## config.mk

```make
export PLATFORM = sky130hd
export DESIGN_NAME = baud_tick_gen
export DESIGN_NICKNAME = d
export VERILOG_FILES = /design/src/rtl/baud_div_pkg.sv /design/src/rtl/baud_div_latch.sv /design/src/rtl/baud_div_arm.sv /design/src/rtl/baud_div_counter.sv /design/src/rtl/baud_tick_gen.sv
export SDC_FILE = /design/constraint.sdc
export NUM_CORES = 1
export LEC_CHECK = 0
export BUFFER_PORTS_ARGS = -buffer_cell sky130_fd_sc_hd__buf_4
export CORE_ASPECT_RATIO = 0.9
export CORE_MARGIN = 2
export CORE_UTILIZATION = 45
export DETAILED_ROUTE_END_ITERATION = 8
export PLACE_DENSITY_LB_ADDON = 0.1
export SYNTH_ARGS = -nofsm -noshare
export SYNTH_HDL_FRONTEND = slang
export SYNTH_SLANG_ARGS = --single-unit
```

## constraint.sdc

```tcl
create_clock -name clk -period 1.8 [get_ports clk]
set_input_delay 0.45 -clock clk [delete_from_list [all_inputs] [get_ports clk]]
set_output_delay 0.45 -clock clk [all_outputs]
set_load 0.01 [all_outputs]
```

## src/rtl/baud_div_pkg.sv

```systemverilog
package baud_div_pkg;

  localparam int BYTE_W_DEF    = 8;
  localparam int NUM_BYTES_DEF = 2;

  // per-cycle decision taken by the down-counter
  typedef enum logic [1:0] {
    ACT_HOLD = 2'd0,   // not running yet: stay quiet
    ACT_LOAD = 2'd1,   // byte written: restart from the new factor
    ACT_STEP = 2'd2,   // count down by one
    ACT_WRAP = 2'd3    // period done: emit tick and reload
  } cnt_act_e;

endpackage

```

## src/rtl/baud_div_latch.sv

```systemverilog
module baud_div_latch #(
  parameter int BYTE_W    = 8,
  parameter int NUM_BYTES = 2,
  localparam int DIV_W    = BYTE_W * NUM_BYTES
) (
  input  logic                 clk,
  input  logic                 rst,
  input  logic [NUM_BYTES-1:0] wr_en,
  input  logic [BYTE_W-1:0]    wr_data,
  output logic [DIV_W-1:0]     div_q,
  output logic [DIV_W-1:0]     div_next,
  output logic                 wr_any
);

  assign wr_any = |wr_en;

  for (genvar b = 0; b < NUM_BYTES; b++) begin : g_byte
    logic [BYTE_W-1:0] byte_q;
    logic [BYTE_W-1:0] byte_d;

    assign byte_d = wr_en[b] ? wr_data : byte_q;

    always_ff @(posedge clk) begin
      if (rst) byte_q <= '0;
      else     byte_q <= byte_d;
    end

    assign div_q[b*BYTE_W +: BYTE_W]    = byte_q;
    assign div_next[b*BYTE_W +: BYTE_W] = byte_d;

    // R2 (low byte) and R3 (high byte): an unwritten byte keeps its value
    p_byte_hold_r2: assert property (@(posedge clk) disable iff (rst)
      !wr_en[b] |=> $stable(div_q[b*BYTE_W +: BYTE_W]));

    // a written byte takes the bus value
    p_byte_take_r3: assert property (@(posedge clk) disable iff (rst)
      wr_en[b] |=> div_q[b*BYTE_W +: BYTE_W] == $past(wr_data));
  end

endmodule

```

## src/rtl/baud_div_arm.sv

```systemverilog
module baud_div_arm #(
  parameter int DIV_W = 16
) (
  input  logic             clk,
  input  logic             rst,
  input  logic             wr_any,
  input  logic [DIV_W-1:0] div_next,
  output logic             run
);

  always_ff @(posedge clk) begin
    if (rst)                            run <= 1'b0;
    else if (wr_any && (div_next != '0)) run <= 1'b1;
  end

  // once armed the divider stays armed until reset
  p_run_sticky_r4: assert property (@(posedge clk) disable iff (rst)
    run |=> run);

  // arming only follows a write
  p_run_by_write_r4: assert property (@(posedge clk) disable iff (rst)
    $rose(run) |-> $past(wr_any));

endmodule

```

## src/rtl/baud_div_counter.sv

```systemverilog
module baud_div_counter
  import baud_div_pkg::*;
#(
  parameter int DIV_W = 16
) (
  input  logic             clk,
  input  logic             rst,
  input  logic             run,
  input  logic             load,
  input  logic [DIV_W-1:0] div_q,
  input  logic [DIV_W-1:0] div_next,
  output logic             tick
);

  localparam logic [DIV_W-1:0] ONE = DIV_W'(1);

  logic [DIV_W-1:0] cnt_q;
  logic [DIV_W-1:0] eff_cur;
  logic [DIV_W-1:0] eff_load;
  cnt_act_e         act;

  // a zero factor behaves as one
  assign eff_cur  = (div_q    == '0) ? ONE : div_q;
  assign eff_load = (div_next == '0) ? ONE : div_next;

  always_comb begin
    if (load)              act = ACT_LOAD;
    else if (!run)         act = ACT_HOLD;
    else if (cnt_q <= ONE) act = ACT_WRAP;
    else                   act = ACT_STEP;
  end

  always_ff @(posedge clk) begin
    if (rst) begin
      cnt_q <= '0;
      tick  <= 1'b0;
    end else begin
      unique case (act)
        ACT_LOAD: begin cnt_q <= eff_load;    tick <= 1'b0; end
        ACT_HOLD: begin cnt_q <= '0;          tick <= 1'b0; end
        ACT_WRAP: begin cnt_q <= eff_cur;     tick <= 1'b1; end
        default:  begin cnt_q <= cnt_q - ONE; tick <= 1'b0; end
      endcase
    end
  end

  // no tick before the divider is armed
  p_idle_quiet_r4: assert property (@(posedge clk) disable iff (rst)
    !run |-> !tick);

  // a write restarts the count from the stored factor with no tick
  p_reload_r6: assert property (@(posedge clk) disable iff (rst)
    load |=> !tick && (cnt_q == ((div_q == '0) ? ONE : div_q)));

  // while running the count stays inside 1..factor
  p_cnt_bound_r5: assert property (@(posedge clk) disable iff (rst)
    run |-> (cnt_q != '0) && (cnt_q <= eff_cur));

  // factor of one (or zero) ticks every cycle
  p_unit_tick_r7: assert property (@(posedge clk) disable iff (rst)
    (run && !load && (div_q <= ONE)) |=> tick);

  // tick is a single-cycle pulse for factors of two or more
  p_pulse_r9: assert property (@(posedge clk) disable iff (rst)
    (tick && (div_q > ONE)) |=> !tick);

endmodule

```

## src/rtl/baud_tick_gen.sv

```systemverilog
module baud_tick_gen
  import baud_div_pkg::*;
#(
  parameter int BYTE_W = BYTE_W_DEF,
  localparam int NUM_BYTES = NUM_BYTES_DEF,
  localparam int DIV_W     = BYTE_W * NUM_BYTES
) (
  input  logic              clk,
  input  logic              rst,
  input  logic              wr_lo,
  input  logic              wr_hi,
  input  logic [BYTE_W-1:0] wr_data,
  output logic              tick,
  output logic [DIV_W-1:0]  divisor
);

  logic [NUM_BYTES-1:0] wr_en;
  logic [DIV_W-1:0]     div_q;
  logic [DIV_W-1:0]     div_next;
  logic                 wr_any;
  logic                 run;

  assign wr_en   = {wr_hi, wr_lo};
  assign divisor = div_q;

  baud_div_latch #(
    .BYTE_W    (BYTE_W),
    .NUM_BYTES (NUM_BYTES)
  ) i_latch (
    .clk      (clk),
    .rst      (rst),
    .wr_en    (wr_en),
    .wr_data  (wr_data),
    .div_q    (div_q),
    .div_next (div_next),
    .wr_any   (wr_any)
  );

  baud_div_arm #(
    .DIV_W (DIV_W)
  ) i_arm (
    .clk      (clk),
    .rst      (rst),
    .wr_any   (wr_any),
    .div_next (div_next),
    .run      (run)
  );

  baud_div_counter #(
    .DIV_W (DIV_W)
  ) i_counter (
    .clk      (clk),
    .rst      (rst),
    .run      (run),
    .load     (wr_any),
    .div_q    (div_q),
    .div_next (div_next),
    .tick     (tick)
  );

  // reset clears tick and the readback
  p_reset_state_r1: assert property (@(posedge clk)
    rst |=> !tick && (divisor == '0));

  // a zero factor while running still ticks
  p_zero_as_one_r8: assert property (@(posedge clk) disable iff (rst)
    (run && !wr_any && (divisor == '0)) |=> tick);

endmodule

```

==> metrics <==
Synth top area share=0.358; sequential cell area fraction in the yosys report=0.358; Reg2Reg Setup Slack=-0.05 ns; post-synthesis register bit count=34; DRC violations left=0; clock sink count=34; Peak VDD IR=469 uV; crit-path max FO=7; first-pass GRT wire length=9.40 mm; Slew HR=0.723; WS Path Type=reg2reg; Reg2Reg Depth=6; r2r startpoint=i_counter.cnt_q[3]$_SDFF_PP0_; I/O Buffers=28; Place WS=-0.104 ns; Worst-Margin Slew=0.416 ns; CP max-delay cell=nor4_4; # rows=22; CP peak stage delay=0.36 ns; RSZ-0062 raised after global routing=yes; antenna fix cells=0; period utilization=1.03; Longest Clk Path Bufs=2; failing checks=negative setup slack; vias per cell=5.92; chip height=65.7 um; Lkg Pwr=1.10 nW; DR vias=1936; Num CTS Buffers=5; RePlAce Congestion=0.966; Cell Area, Synth=1900 um2; Post-Layout Inst Area=2600 um2; initial core utilization=0.467; critical-path cell list=nor4_4 > and4b_2 > a21oi_4 > buf_6 > a222oi_1 > o21ai_1; Synth area leaders=dfxtp_1 (36%), mux2i_1 (6.8%), nor2_1 (5.3%); Data arrival, critical path=2.00 ns; ys async rst share=0; CTS Hold Bufs=0; IO Count=29; Post-Syn Nets=225; placed cell area=2350 um2; Max-cap violations=0; Period minus WS final=1.85 ns; reg2reg end=i_counter.cnt_q[5]$_SDFF_PP0_; Fin Clk Skew=0.00635 ns; Post-synth EDFFs=0; beginning of the critical path=i_counter.cnt_q[3]$_SDFF_PP0_; final hold vios=0; share of cells above drive strength 1=0.373; cell with the most instances after synthesis=dfxtp_1; GR Overflow Total=0; Setup crit start kind=register; GRT Total Usage=0.257; Layout area overhead=36.4%; pwr dens=771 nW/um2; clk slew on worst S/H paths=0.07 ns; Pins Over Slew Limit=0; Synth area leader=dfxtp_1; average size of a mapped cell=9.02 um2; count of final setup violators=5; initial antenna violation count=0; antenna-violating nets left=0; Yosys warning count=0; core box area=4070 um2; top cells by count, synth=dfxtp_1 (34), nor2_1 (27), nand2_1 (16); initial DRC count=150; H-tree depth=2; TritonCTS clock tree=built; synthesized instance count=211; die area=4770 um2; first drt pass iteration count=5; status=finished with violations; WP data required=1.96 ns; number of global-route vias before repair=1802; layout net count=292; drt total wl=5.73 mm; Die Wd=72.6 um; PnR worst setup slack=-0.0450 ns; wire per inst=17.5 um; crit path capture=i_counter.cnt_q[5]$_SDFF_PP0_; largest net degree at the start of global routing=33; worst min path class=in2reg; Detail Placement HPWL=4.20 mm; synth unique cells=49; Top FF cell, synth=dfxtp_1; Fmax=0.542 GHz; clk root buf=clkbuf_8; CP Capture Type=register; later-pin clock latency in the skew report=0.29 ns
-- cells by family after synthesis --
family                     count (synthesis)  share of synthesized area
buffers and inverters                     17                     0.0565
and+or+nand+nor                           86                      0.249
AOI/OAI and AO/OA                         46                      0.196
DFF                                       34                      0.358
adders and majority gates                  2                     0.0131
xor gates and xnor gates                  13                     0.0598
muxes                                     13                     0.0684
-- placed cells by master, fill, tap and decap left out, types with 5 or more instances in the layout --
master     n
nor2_1    27
a221oi_2   5
a21oi_1    7
a211oi_1   5
dfxtp_1   31
clkbuf_8   6
nand2_1   16
nor3_1     8
o21ai_0    5
mux2i_1   13
buf_4     70
xor2_1     9
inv_1      5
-- how the worst min path moves through the flow --
| stage | start | endpoint | slack, ns | cells after the start |
|---|---|---|---|---|
| finish | wr_data[1] | i_counter.cnt_q[9]$_SDFF_PP0_ | 0.44 | 3 |
| CTS | wr_data[1] | i_counter.cnt_q[9]$_SDFF_PP0_ | 0.43 | 3 |
| global route | wr_data[1] | i_counter.cnt_q[9]$_SDFF_PP0_ | 0.45 | 3 |
| global placement | i_latch.g_byte[1].byte_q[7]$_SDFF_PP0_ | i_latch.g_byte[1].byte_q[7]$_SDFF_PP0_ | 0.54 | 2 |
| floorplan | i_latch.g_byte[0].byte_q[5]$_SDFF_PP0_ | i_counter.cnt_q[5]$_SDFF_PP0_ | 0.51 | 2 |
| detailed placement | i_latch.g_byte[1].byte_q[5]$_SDFF_PP0_ | i_counter.cnt_q[13]$_SDFF_PP0_ | 0.55 | 2 |
-- layout make-up --
| class | instances | area [um2] |
|---|---|---|
| flip-flops and latches | 34 | 684 |
| multi-input cells | 160 | 1190 |
| clock buffers | 7 | 86.3 |
| fillers | 352 | 1480 |
| repair buffers | 72 | 548 |
| well taps | 48 | 60.1 |
| inverters | 5 | 18.8 |
| clock inverters | 1 | 5.00 |
-- flip-flops by register name, summed over array words and instances, names as in the netlist --
name and flops:
i_arm.run 1, i_counter.cnt_q 16, i_latch.g_byte.byte_q 16, i_counter.tick 1
-- worst max-delay path, delay by kind of cell (launching register included) --
kind / cells / cell delay [ns]
buf+inv: 1 / 0.15
compound gates: 3 / 0.50
simple gates: 2 / 0.72
flops: 1 / 0.35
-- metal layers --
layer,up-vias,track usage,routed length (um)
li1,910,-,-
met1,924,0.356,2520
met2,87,0.391,2660
met3,15,0.0613,454
met4,0,0.0810,100
met5,-,0,0
-- timing repair --
item	4_1_cts	5_1_grt
pin swaps	3	9
gates resized for setup	8	12
setup endpoints to repair	13	15
buffers inserted	3	5
-- power breakdown --
group	internal [W]	switching, W
Sequential	0.000802	0.0000502
Combinational	0.000282	0.000288
Clock	0.000308	0.000270
Total	0.00139	0.000608
-- per-stage QoR --
step	hold slack (ns)	TNS (ns)	utilization	total power [W]	std cells
2_1_floorplan	0.506	0	-	0.00115	211
3_3_place_gp	0.538	-0.196	0.578	0.00136	311
3_5_place_dp	0.546	-0.649	0.578	0.00137	311
4_1_cts	0.431	-0.00606	0.615	0.00197	322
5_1_grt	0.446	-0.864	0.637	0.00209	327
6_report	0.440	-0.101	0.637	0.00200	327
Power figures use the tool's default switching activity.
